===== config.mk =====
export PLATFORM = sky130hd
export DESIGN_NAME = fcap_engine
export DESIGN_NICKNAME = d
export VERILOG_FILES = /design/src/rtl/fcap_pkg.sv /design/src/rtl/fcap_align_rot.sv /design/src/rtl/fcap_hdr_fit.sv /design/src/rtl/fcap_engine.sv
export SDC_FILE = /design/constraint.sdc
export NUM_CORES = 1
export LEC_CHECK = 0
export ABC_AREA = 1
export BUFFER_PORTS_ARGS = -buffer_cell sky130_fd_sc_hd__buf_2
export CELL_PAD_IN_SITES_DETAIL_PLACEMENT = 0
export CELL_PAD_IN_SITES_GLOBAL_PLACEMENT = 2
export CORE_MARGIN = 5
export CORE_UTILIZATION = 33
export CTS_CLUSTER_SIZE = 24
export DETAILED_ROUTE_END_ITERATION = 7
export PLACE_DENSITY_LB_ADDON = 0.08
export SYNTH_ARGS = -nofsm -noshare
export SYNTH_HDL_FRONTEND = slang
export SYNTH_SLANG_ARGS = --single-unit

===== constraint.sdc =====
create_clock -name clk -period 3.7 [get_ports clk]
set_input_delay 0.74 -clock clk [delete_from_list [all_inputs] [get_ports clk]]
set_output_delay 0.74 -clock clk [all_outputs]
set_load 0.005 [all_outputs]

===== src/rtl/fcap_pkg.sv =====
`timescale 1ns/1ps
package fcap_pkg;
    localparam int BYTE_W = 8;
    localparam int PAY_W  = 16;
    localparam int TOT_W  = PAY_W + 1;

    typedef enum logic [1:0] {
        ST_IDLE = 2'd0,
        ST_RECV = 2'd1,
        ST_DONE = 2'd2
    } cap_state_e;
endpackage


===== src/rtl/fcap_align_rot.sv =====
`timescale 1ns/1ps
module fcap_align_rot #(
    parameter int SPAN   = 3,
    parameter int BASE_W = 2
) (
    input  logic              clk,
    input  logic              rst,
    input  logic              advance,
    output logic [BASE_W-1:0] base_q,
    output logic [BASE_W-1:0] base_nx
);
    generate
        if (SPAN > 1) begin : g_rot
            logic [BASE_W-1:0] cur_d, cur_q;
            assign base_nx = (cur_q == BASE_W'(SPAN - 1)) ? '0 : cur_q + 1'b1;
            always_comb begin
                cur_d = cur_q;
                if (advance) cur_d = base_nx;
            end
            always_ff @(posedge clk) begin
                if (rst) cur_q <= '0;
                else     cur_q <= cur_d;
            end
            assign base_q = cur_q;
        end else begin : g_fixed
            assign base_q  = '0;
            assign base_nx = '0;
        end
    endgenerate
endmodule


===== src/rtl/fcap_hdr_fit.sv =====
`timescale 1ns/1ps
module fcap_hdr_fit
    import fcap_pkg::*;
#(
    parameter int BUF_DEPTH = 1100,
    parameter int BASE_W    = 2
) (
    input  logic [BYTE_W-1:0] len_hi,
    input  logic [BYTE_W-1:0] len_lo,
    input  logic [BASE_W-1:0] base,
    output logic [PAY_W-1:0]  pay_len,
    output logic [TOT_W-1:0]  tot_len,
    output logic              fits
);
    localparam int SUM_W = TOT_W + 1;
    localparam logic [SUM_W-1:0] DEPTH_V = SUM_W'(BUF_DEPTH);

    logic [SUM_W-1:0] end_pos;

    always_comb begin
        pay_len = {len_hi, len_lo};
        tot_len = TOT_W'(pay_len) + TOT_W'(2);
        end_pos = SUM_W'(tot_len) + SUM_W'(base);
        fits    = (end_pos <= DEPTH_V);
    end
endmodule


===== src/rtl/fcap_engine.sv =====
`timescale 1ns/1ps
module fcap_engine
    import fcap_pkg::*;
#(
    parameter int BUF_DEPTH  = 1100,
    parameter int ALIGN_SPAN = 3,
    parameter int ADDR_W     = $clog2(BUF_DEPTH)
) (
    input  logic                 clk,
    input  logic                 rst,
    input  logic                 byte_vld,
    input  logic [7:0]           byte_data,
    input  logic                 cs_release,
    output logic                 wr_en,
    output logic [ADDR_W-1:0]    wr_addr,
    output logic [7:0]           wr_data,
    output logic                 frame_done,
    output logic [16:0]          frame_len
);
    localparam int BASE_W = (ALIGN_SPAN > 1) ? $clog2(ALIGN_SPAN) : 1;

    typedef struct packed {
        cap_state_e          st;
        logic                hdr_have;
        logic [BYTE_W-1:0]   hdr_hi;
        logic [PAY_W-1:0]    remain;
        logic [ADDR_W-1:0]   idx;
        logic [BYTE_W-1:0]   held;
        logic                held_v;
        logic                accepted;
        logic [TOT_W-1:0]    len;
        logic                wr_en;
        logic [ADDR_W-1:0]   wr_addr;
        logic [BYTE_W-1:0]   wr_data;
    } cap_regs_t;

    cap_regs_t         r_d, r_q;
    logic              rot_adv;
    logic [BASE_W-1:0] base_q, base_nx;
    logic [PAY_W-1:0]  pay_len;
    logic [TOT_W-1:0]  tot_len;
    logic              hdr_fits;
    logic [ADDR_W-1:0] cur_addr;

    fcap_align_rot #(
        .SPAN   (ALIGN_SPAN),
        .BASE_W (BASE_W)
    ) u_rot (
        .clk     (clk),
        .rst     (rst),
        .advance (rot_adv),
        .base_q  (base_q),
        .base_nx (base_nx)
    );

    fcap_hdr_fit #(
        .BUF_DEPTH (BUF_DEPTH),
        .BASE_W    (BASE_W)
    ) u_fit (
        .len_hi  (r_q.hdr_hi),
        .len_lo  (byte_data),
        .base    (base_nx),
        .pay_len (pay_len),
        .tot_len (tot_len),
        .fits    (hdr_fits)
    );

    assign cur_addr = ADDR_W'(base_q) + r_q.idx;

    always_comb begin
        r_d       = r_q;
        r_d.wr_en = 1'b0;
        rot_adv   = 1'b0;

        // pending final byte of a completed frame goes out first
        if (r_q.st == ST_DONE && r_q.held_v) begin
            r_d.wr_en   = 1'b1;
            r_d.wr_addr = cur_addr;
            r_d.wr_data = r_q.held;
            r_d.held_v  = 1'b0;
            r_d.idx     = r_q.idx + 1'b1;
        end

        if (cs_release) begin
            r_d.st       = ST_IDLE;
            r_d.hdr_have = 1'b0;
            r_d.held_v   = 1'b0;
            r_d.accepted = 1'b0;
        end else if (byte_vld) begin
            unique case (r_q.st)
                ST_IDLE: begin
                    if (!r_q.hdr_have) begin
                        r_d.hdr_have = 1'b1;
                        r_d.hdr_hi   = byte_data;
                    end else begin
                        r_d.hdr_have = 1'b0;
                        rot_adv      = 1'b1;
                        if (hdr_fits) begin
                            r_d.wr_en    = 1'b1;
                            r_d.wr_addr  = ADDR_W'(base_nx);
                            r_d.wr_data  = r_q.hdr_hi;
                            r_d.held     = byte_data;
                            r_d.held_v   = 1'b1;
                            r_d.idx      = ADDR_W'(1);
                            r_d.remain   = pay_len;
                            r_d.len      = tot_len;
                            r_d.accepted = 1'b1;
                            r_d.st       = (pay_len == '0) ? ST_DONE : ST_RECV;
                        end else begin
                            r_d.accepted = 1'b0;
                            r_d.st       = ST_DONE;
                        end
                    end
                end
                ST_RECV: begin
                    r_d.wr_en   = 1'b1;
                    r_d.wr_addr = cur_addr;
                    r_d.wr_data = r_q.held;
                    r_d.held    = byte_data;
                    r_d.idx     = r_q.idx + 1'b1;
                    r_d.remain  = r_q.remain - 1'b1;
                    if (r_q.remain == PAY_W'(1)) r_d.st = ST_DONE;
                end
                default: ;
            endcase
        end
    end

    always_ff @(posedge clk) begin
        if (rst) r_q <= '0;
        else     r_q <= r_d;
    end

    assign wr_en      = r_q.wr_en;
    assign wr_addr    = r_q.wr_addr;
    assign wr_data    = r_q.wr_data;
    assign frame_len  = r_q.len;
    assign frame_done = (r_q.st == ST_DONE) && r_q.accepted && !r_q.held_v;
endmodule


Yosys cells after proc, flatten, opt, wreduce, memory -nomap -nowiden
Cells that the tools add are included.
Word-level totals
  bits in registers: 87
  input bits: 12
  output and inout bits: 38
  word-level logic and storage cells: 67
Operators by class
  add/subtract/negate cells: 6
  magnitude comparators: 1
  eq/ne operators: 7
  multiplexer cells: 24
  bitwise operators: 2
  reductions and logical operators: 14
Operators with widths (count)
  $mux 74: 1
  $pmux 35 s2: 1
  $mux 58: 1
  $mux 20: 2
  $pmux 20 s2: 1
  $mux 19: 2
  $mux 37: 1
  $mux 36: 1
  $add 17x2->18: 1
  $le 18x11->1 const B: 1
  $add 16x2->17 const B: 1
  $eq 16x1->1 const B: 1
  $logic_not 16->1: 1
  $sub 16x1->16 const B: 1
  $add 11x1->11 const B: 1
  $add 2x11->11: 1
  $mux 11: 1
  $mux 2: 5
  $reduce_and 5->1: 2
  $reduce_and 4->1: 2
  $mux 1: 7
  $ne 2x2->1 const B: 3
  $eq 2x2->1 const B: 2
  $pmux 2 s2: 1
  other kinds (10): 13

Longest topological paths before layout
  depth in word-level cells: 9
  gate-level depth with buffers: 24
  depth with buffers taken out: 23

Cells and area by module
From an unflattened synthesis, not the netlist that was laid out.
Unflattened totals
  cell total of the unflattened synthesis: 980
  area total of the unflattened synthesis: 6203.4 µm²
By module, submodules not included
  fcap_engine: times used 1, cells each 751, area each 4944.7 µm², sequential area each 1701.6 µm²
  fcap_hdr_fit: times used 1, cells each 215, area each 1162.4 µm², sequential area each 0.0 µm²
  fcap_align_rot: times used 1, cells each 14, area each 96.3 µm², sequential area each 40.0 µm²

Least setup slack after synthesis
Ideal clock, no wire load.
  path type: input to register
  from: in byte_data[0]
  to: reg r_q, in the netlist frame_len[10]
  library setup time: 0.138 ns
  arrival time: 2.922 ns
  data required time: 3.562 ns
  path slack: 0.641 ns
  stages: 23
  buffers on the path: 2
  path through: ha_1 -> inv_1 -> fa_1 -> inv_1 -> nand2_1 -> nor2_4 -> nand2_2 -> nor2_2 -> nand2_2 -> nor2_4 -> nand2_1 -> nand2_1 -> nand2_1 -> nor2_1 -> nand2_1 -> inv_2 -> buf_6 -> nand2_4 -> nor2_8 -> inv_2 -> buf_6 -> nand2_1 -> a21oi_2
Between the ends
  cells in the longest elaborated chain, start to end: 4
RTL lines
  start, declared: RTL line fcap_engine.sv:12  | input logic [7:0] byte_data,
  $add 16x2->17 (*): RTL line fcap_hdr_fit.sv:22  | tot_len = TOT_W'(pay_len) + TOT_W'(2);
  $add 17x2->18: RTL line fcap_hdr_fit.sv:23  | end_pos = SUM_W'(tot_len) + SUM_W'(base);
  $le 18x11->1: RTL line fcap_hdr_fit.sv:24  | fits = (end_pos <= DEPTH_V);
  $reduce_and 5->1 (no line)
  end signal, assigned: RTL line fcap_engine.sv:131  | else r_q <= r_d;
  end, declared: RTL line fcap_engine.sv:37  | cap_regs_t r_d, r_q;
Mark *: on every way between the ends. The rest lies on a longest branch, timed or not.
A chain may end at the register's enable or synchronous reset.

Worst setup path in the final report
  from: reg u_rot.g_rot.cur_q[0], in the netlist u_rot.base_q[0]
  to: reg r_q[43] (netlist name)
Between the ends
  cells in the longest elaborated chain, start to end: 6
  elaborated cells between the ends (all ways): 7
  those cells by class: 2 x add/sub; 1 x order compare; 2 x eq/ne; 1 x mux; 1 x reduce/logical
RTL lines
  start, declared: RTL line fcap_align_rot.sv:14  | logic [BASE_W-1:0] cur_d, cur_q;
  start signal, assigned: RTL line fcap_align_rot.sv:22  | else cur_q <= cur_d;
  $add 2x1->2 or $eq 2x2->1 (tied branches): RTL line fcap_align_rot.sv:15  | assign base_nx = (cur_q == BASE_W'(SPAN - 1)) ? '0 : cur_q + 1'b1;
  $mux 2 (*): RTL line fcap_align_rot.sv:15
  net base_nx[1]: RTL line fcap_engine.sv:39  | logic [BASE_W-1:0] base_q, base_nx;
  $add 17x2->18 (*): RTL line fcap_hdr_fit.sv:23
  $le 18x11->1 (*): RTL line fcap_hdr_fit.sv:24
  $ne 2x2->1 (no line) (*)
  $reduce_and 5->1 (no line) (*)
Mark *: on every way through the listed nets, which the timed path passes. The rest lies on a longest branch.

==> flow_summary.json <==
{
  "regArea_um2": 1740,
  "numCtsBuffers": 9,
  "drtAntennaViolNets": 0,
  "cts_tree": "done",
  "grt_max_degree": 40,
  "io_buffers": 49,
  "synthMuxAreaShare_pct": 0,
  "cts_buffer_depth": 2,
  "p_leak_nw": 3.23,
  "cts_resized": 0,
  "yosys_warnings": 0,
  "slew_headroom_pct": 35.5,
  "crit_path_start": "u_rot.base_q[0]$_SDFFE_PP0P_",
  "postCtsHoldBufs": 0,
  "synth-seq-cells": 87,
  "hp-class": "reg -> reg",
  "rows": 50,
  "drive_above_1_share_pct": 16.7,
  "rsz0062_at_grt": "no",
  "drc": 0,
  "power_frac_clock_pct": 41.8,
  "swShare_pct": 31.9,
  "cpMostUsedCell": "nand2_1",
  "synth_compound_area_share_pct": 11.4,
  "finalMaxSlewViolations": 0,
  "place_area_um2": 6530,
  "firstDrtPassIters": 5,
  "rr_startpoint": "u_rot.base_q[0]$_SDFFE_PP0P_",
  "initial_core_util_pct": 33.5,
  "area_growth_pct": 8.57,
  "power_frac_seq_pct": 41.7,
  "yosysTopAreaCell": "dfxtp_1",
  "status": "finished clean",
  "grt_pass1_wl_um": 31200,
  "period_needed_ns": 3.25,
  "syn_inst": 1011,
  "critical_path.max_fanout": 14,
  "finalWeightedCongestion": 0.877,
  "hold_violations": 0,
  "synthXorXnorAreaFrac_pct": 2.23,
  "dp_cells": 1241,
  "overflow": 0,
  "cap_violations": 0,
  "vias": 5968,
  "p_sw_mw": 0.758,
  "crit_path_end_kind": "register",
  "grtUsageTotal_pct": 17.8,
  "cts_root_buf": "clkbuf_16",
  "die_y_um": 148,
  "dp_hpwl_um": 13900,
  "synth.area.top_cells": "dfxtp_1, nand2_1, inv_1",
  "synth_top_family_by_area": "simple AND/OR/NAND/NOR gates",
  "whs_ns": 0.438,
  "nNetsFinal": 1041,
  "powerDensity_nw_per_um2": 348,
  "clkTransAtPathRegs_ns": 0.07,
  "die_w_um": 148,
  "clock_sinks": 87,
  "worstSetupPathType": "reg -> reg",
  "setup_tns_ns": 0,
  "tightest_slew_ns": 0.967,
  "synth_area_per_cell_um2": 6.23,
  "drtIter0Drc": 310,
  "synth_top_cell_area_share_pct": 27.7,
  "syn_area_um2": 6290,
  "syn_nets": 1034,
  "min_from": "frame_len[16]$_SDFFE_PP0P_",
  "vias_per_cell": 4.75,
  "io_pins": 50,
  "wl_um": 19400,
  "synth_cell_types": 37,
  "arrival_ns": 3.53,
  "antenna_found_initial": 0,
  "crit_slowest_cell": "dfxtp_1",
  "p_total_mw": 2.38,
  "clkLatencyLatePin_ns": 0.35,
  "coreArea_um2": 18800,
  "crit_path_start_kind": "register",
  "fin_cells": 1257,
  "final_cell_mix": "nand2_1, inv_1, nor2_1, dfxtp_1, nand3_1",
  "setup_viol": 0,
  "multiInputGateArea_um2": 3660,
  "fill_cells": 2142,
  "fp.dieArea_um2": 21900,
  "htreeDepth": 3,
  "max_freq_ghz": 0.308,
  "wl_per_cell_um": 15.4,
  "fin_worst_skew_ns": 0.00874,
  "fin_crit_sh_pct": 87.8,
  "yosysSeqAreaShare_pct": 27.7,
  "comb_power_share_pct": 16.5,
  "n_antenna_cell": 0,
  "final_common_cell": "nand2_1",
  "grt_pass1_vias": 5692,
  "final_area_um2": 6830,
  "crit_chain": "inv_1, nor2_1, inv_1, fa_1, inv_1, nand2_1, nor2_4, nand2_2, nor2_2, nand2_2, nor2_4, nand2_1, nand2_1, nand2_1, nor2_1, nand2_1, inv_2, nand3_4, nand2_4, buf_4, nand3_1, a21oi_1",
  "required_ns": 3.98,
  "post_cts_buffers": 0,
  "vdd_drop_max_uv": 207,
  "yosys.area_share.simple_pct": 42.0,
  "p_int_mw": 1.62,
  "synthAdderAreaFrac_pct": 2.43,
  "crit_path_max_incr_delay_ns": 0.40
}
## logic make-up after synthesis
logic type / count (synthesis)
compound gates: 133
xor+xnor: 16
simple gates: 582
fa+ha+maj: 11
buf+inv: 182
flops: 87
## final timing paths
check	cells after the start	to	slack [ns]
worst max-delay path	22	r_q[43]$_SDFFE_PP0P_	0.45
worst max register to register	22	r_q[43]$_SDFFE_PP0P_	0.45
worst min register to register	2	frame_len[16]$_SDFFE_PP0P_	0.44
worst min-delay path	2	frame_len[16]$_SDFFE_PP0P_	0.44
## worst max-delay path, delay by kind of cell (launching register included)
family | cells | cell delay [ns]
AO/OA/AOI/OAI | 1 | 0.16
AND/OR/NAND/NOR | 15 | 1.58
adder cells (fa/ha/maj) | 1 | 0.40
flip-flops | 1 | 0.40
buffers and inverters | 5 | 0.65
## metrics by stage
step | setup WS, ns | util, %
detailed placement | 0.315 | 34.8
finish | 0.450 | 36.4
global placement | 0.335 | 34.8
global route | 0.0329 | 36.4
floorplan | 0.641 | -
CTS | 0.344 | 36.4
## area by class of cell
| cell class | instances | share of cell area [%] |
|---|---|---|
| inverter | 108 | 5.93 |
| multi-input combinational | 742 | 53.6 |
| clock buffer | 9 | 3.30 |
| clock inverter | 7 | 1.14 |
| timing repair buffer | 70 | 6.26 |
| tap | 234 | 4.28 |
| sequential | 87 | 25.5 |
## Yosys cell counts
library cell	number
o21ai_1	1
dfxtp_1	87
buf_4	44
a31oi_1	3
nor4_1	6
nand3_1	63
nand2_2	30
xor2_1	15
nor2_4	10
and3_1	1
nand2_4	7
nand3_2	2
inv_2	10
o31ai_1	1
nor2_8	2
a21oi_1	58
a211oi_1	1
o21a_1	1
xnor2_1	1
inv_1	97
o21bai_1	2
a41oi_1	1
o21ai_0	57
ha_1	9
clkinv_1	1
buf_2	3
fa_1	2
clkbuf_1	21
buf_6	6
nor3_1	11
nand3_4	1
nor2_2	10
a21oi_2	8
nand2_1	316
or2_2	2
nor2_1	97
nand4_1	24
## power by group through the flow
stage,Clock (mW),Sequential (mW),Combinational (mW)
3_3_place_gp,0,1.01,0.397
5_1_grt,1.05,0.994,0.442
6_report,0.993,0.990,0.392
3_5_place_dp,0,1.01,0.394
4_1_cts,1.02,0.990,0.395
2_1_floorplan,0,1.00,0.295
## per-layer routing
metal / vias up / share of wire (%) / track usage, %
met5: - / 0 / 0
met4: 0 / 0.84 / 3.46
met3: 12 / 3.2 / 2.19
met2: 90 / 46 / 29.8
met1: 2687 / 50 / 24.8
li1: 3179 / - / -
## sequential cells by signal (all words and copies together) (netlist names)
signal and cells:
r_q 48, u_rot.base_q 2, wr_en 1, frame_len 17, wr_data 8, wr_addr 11
(Power assumes the default switching activity.)
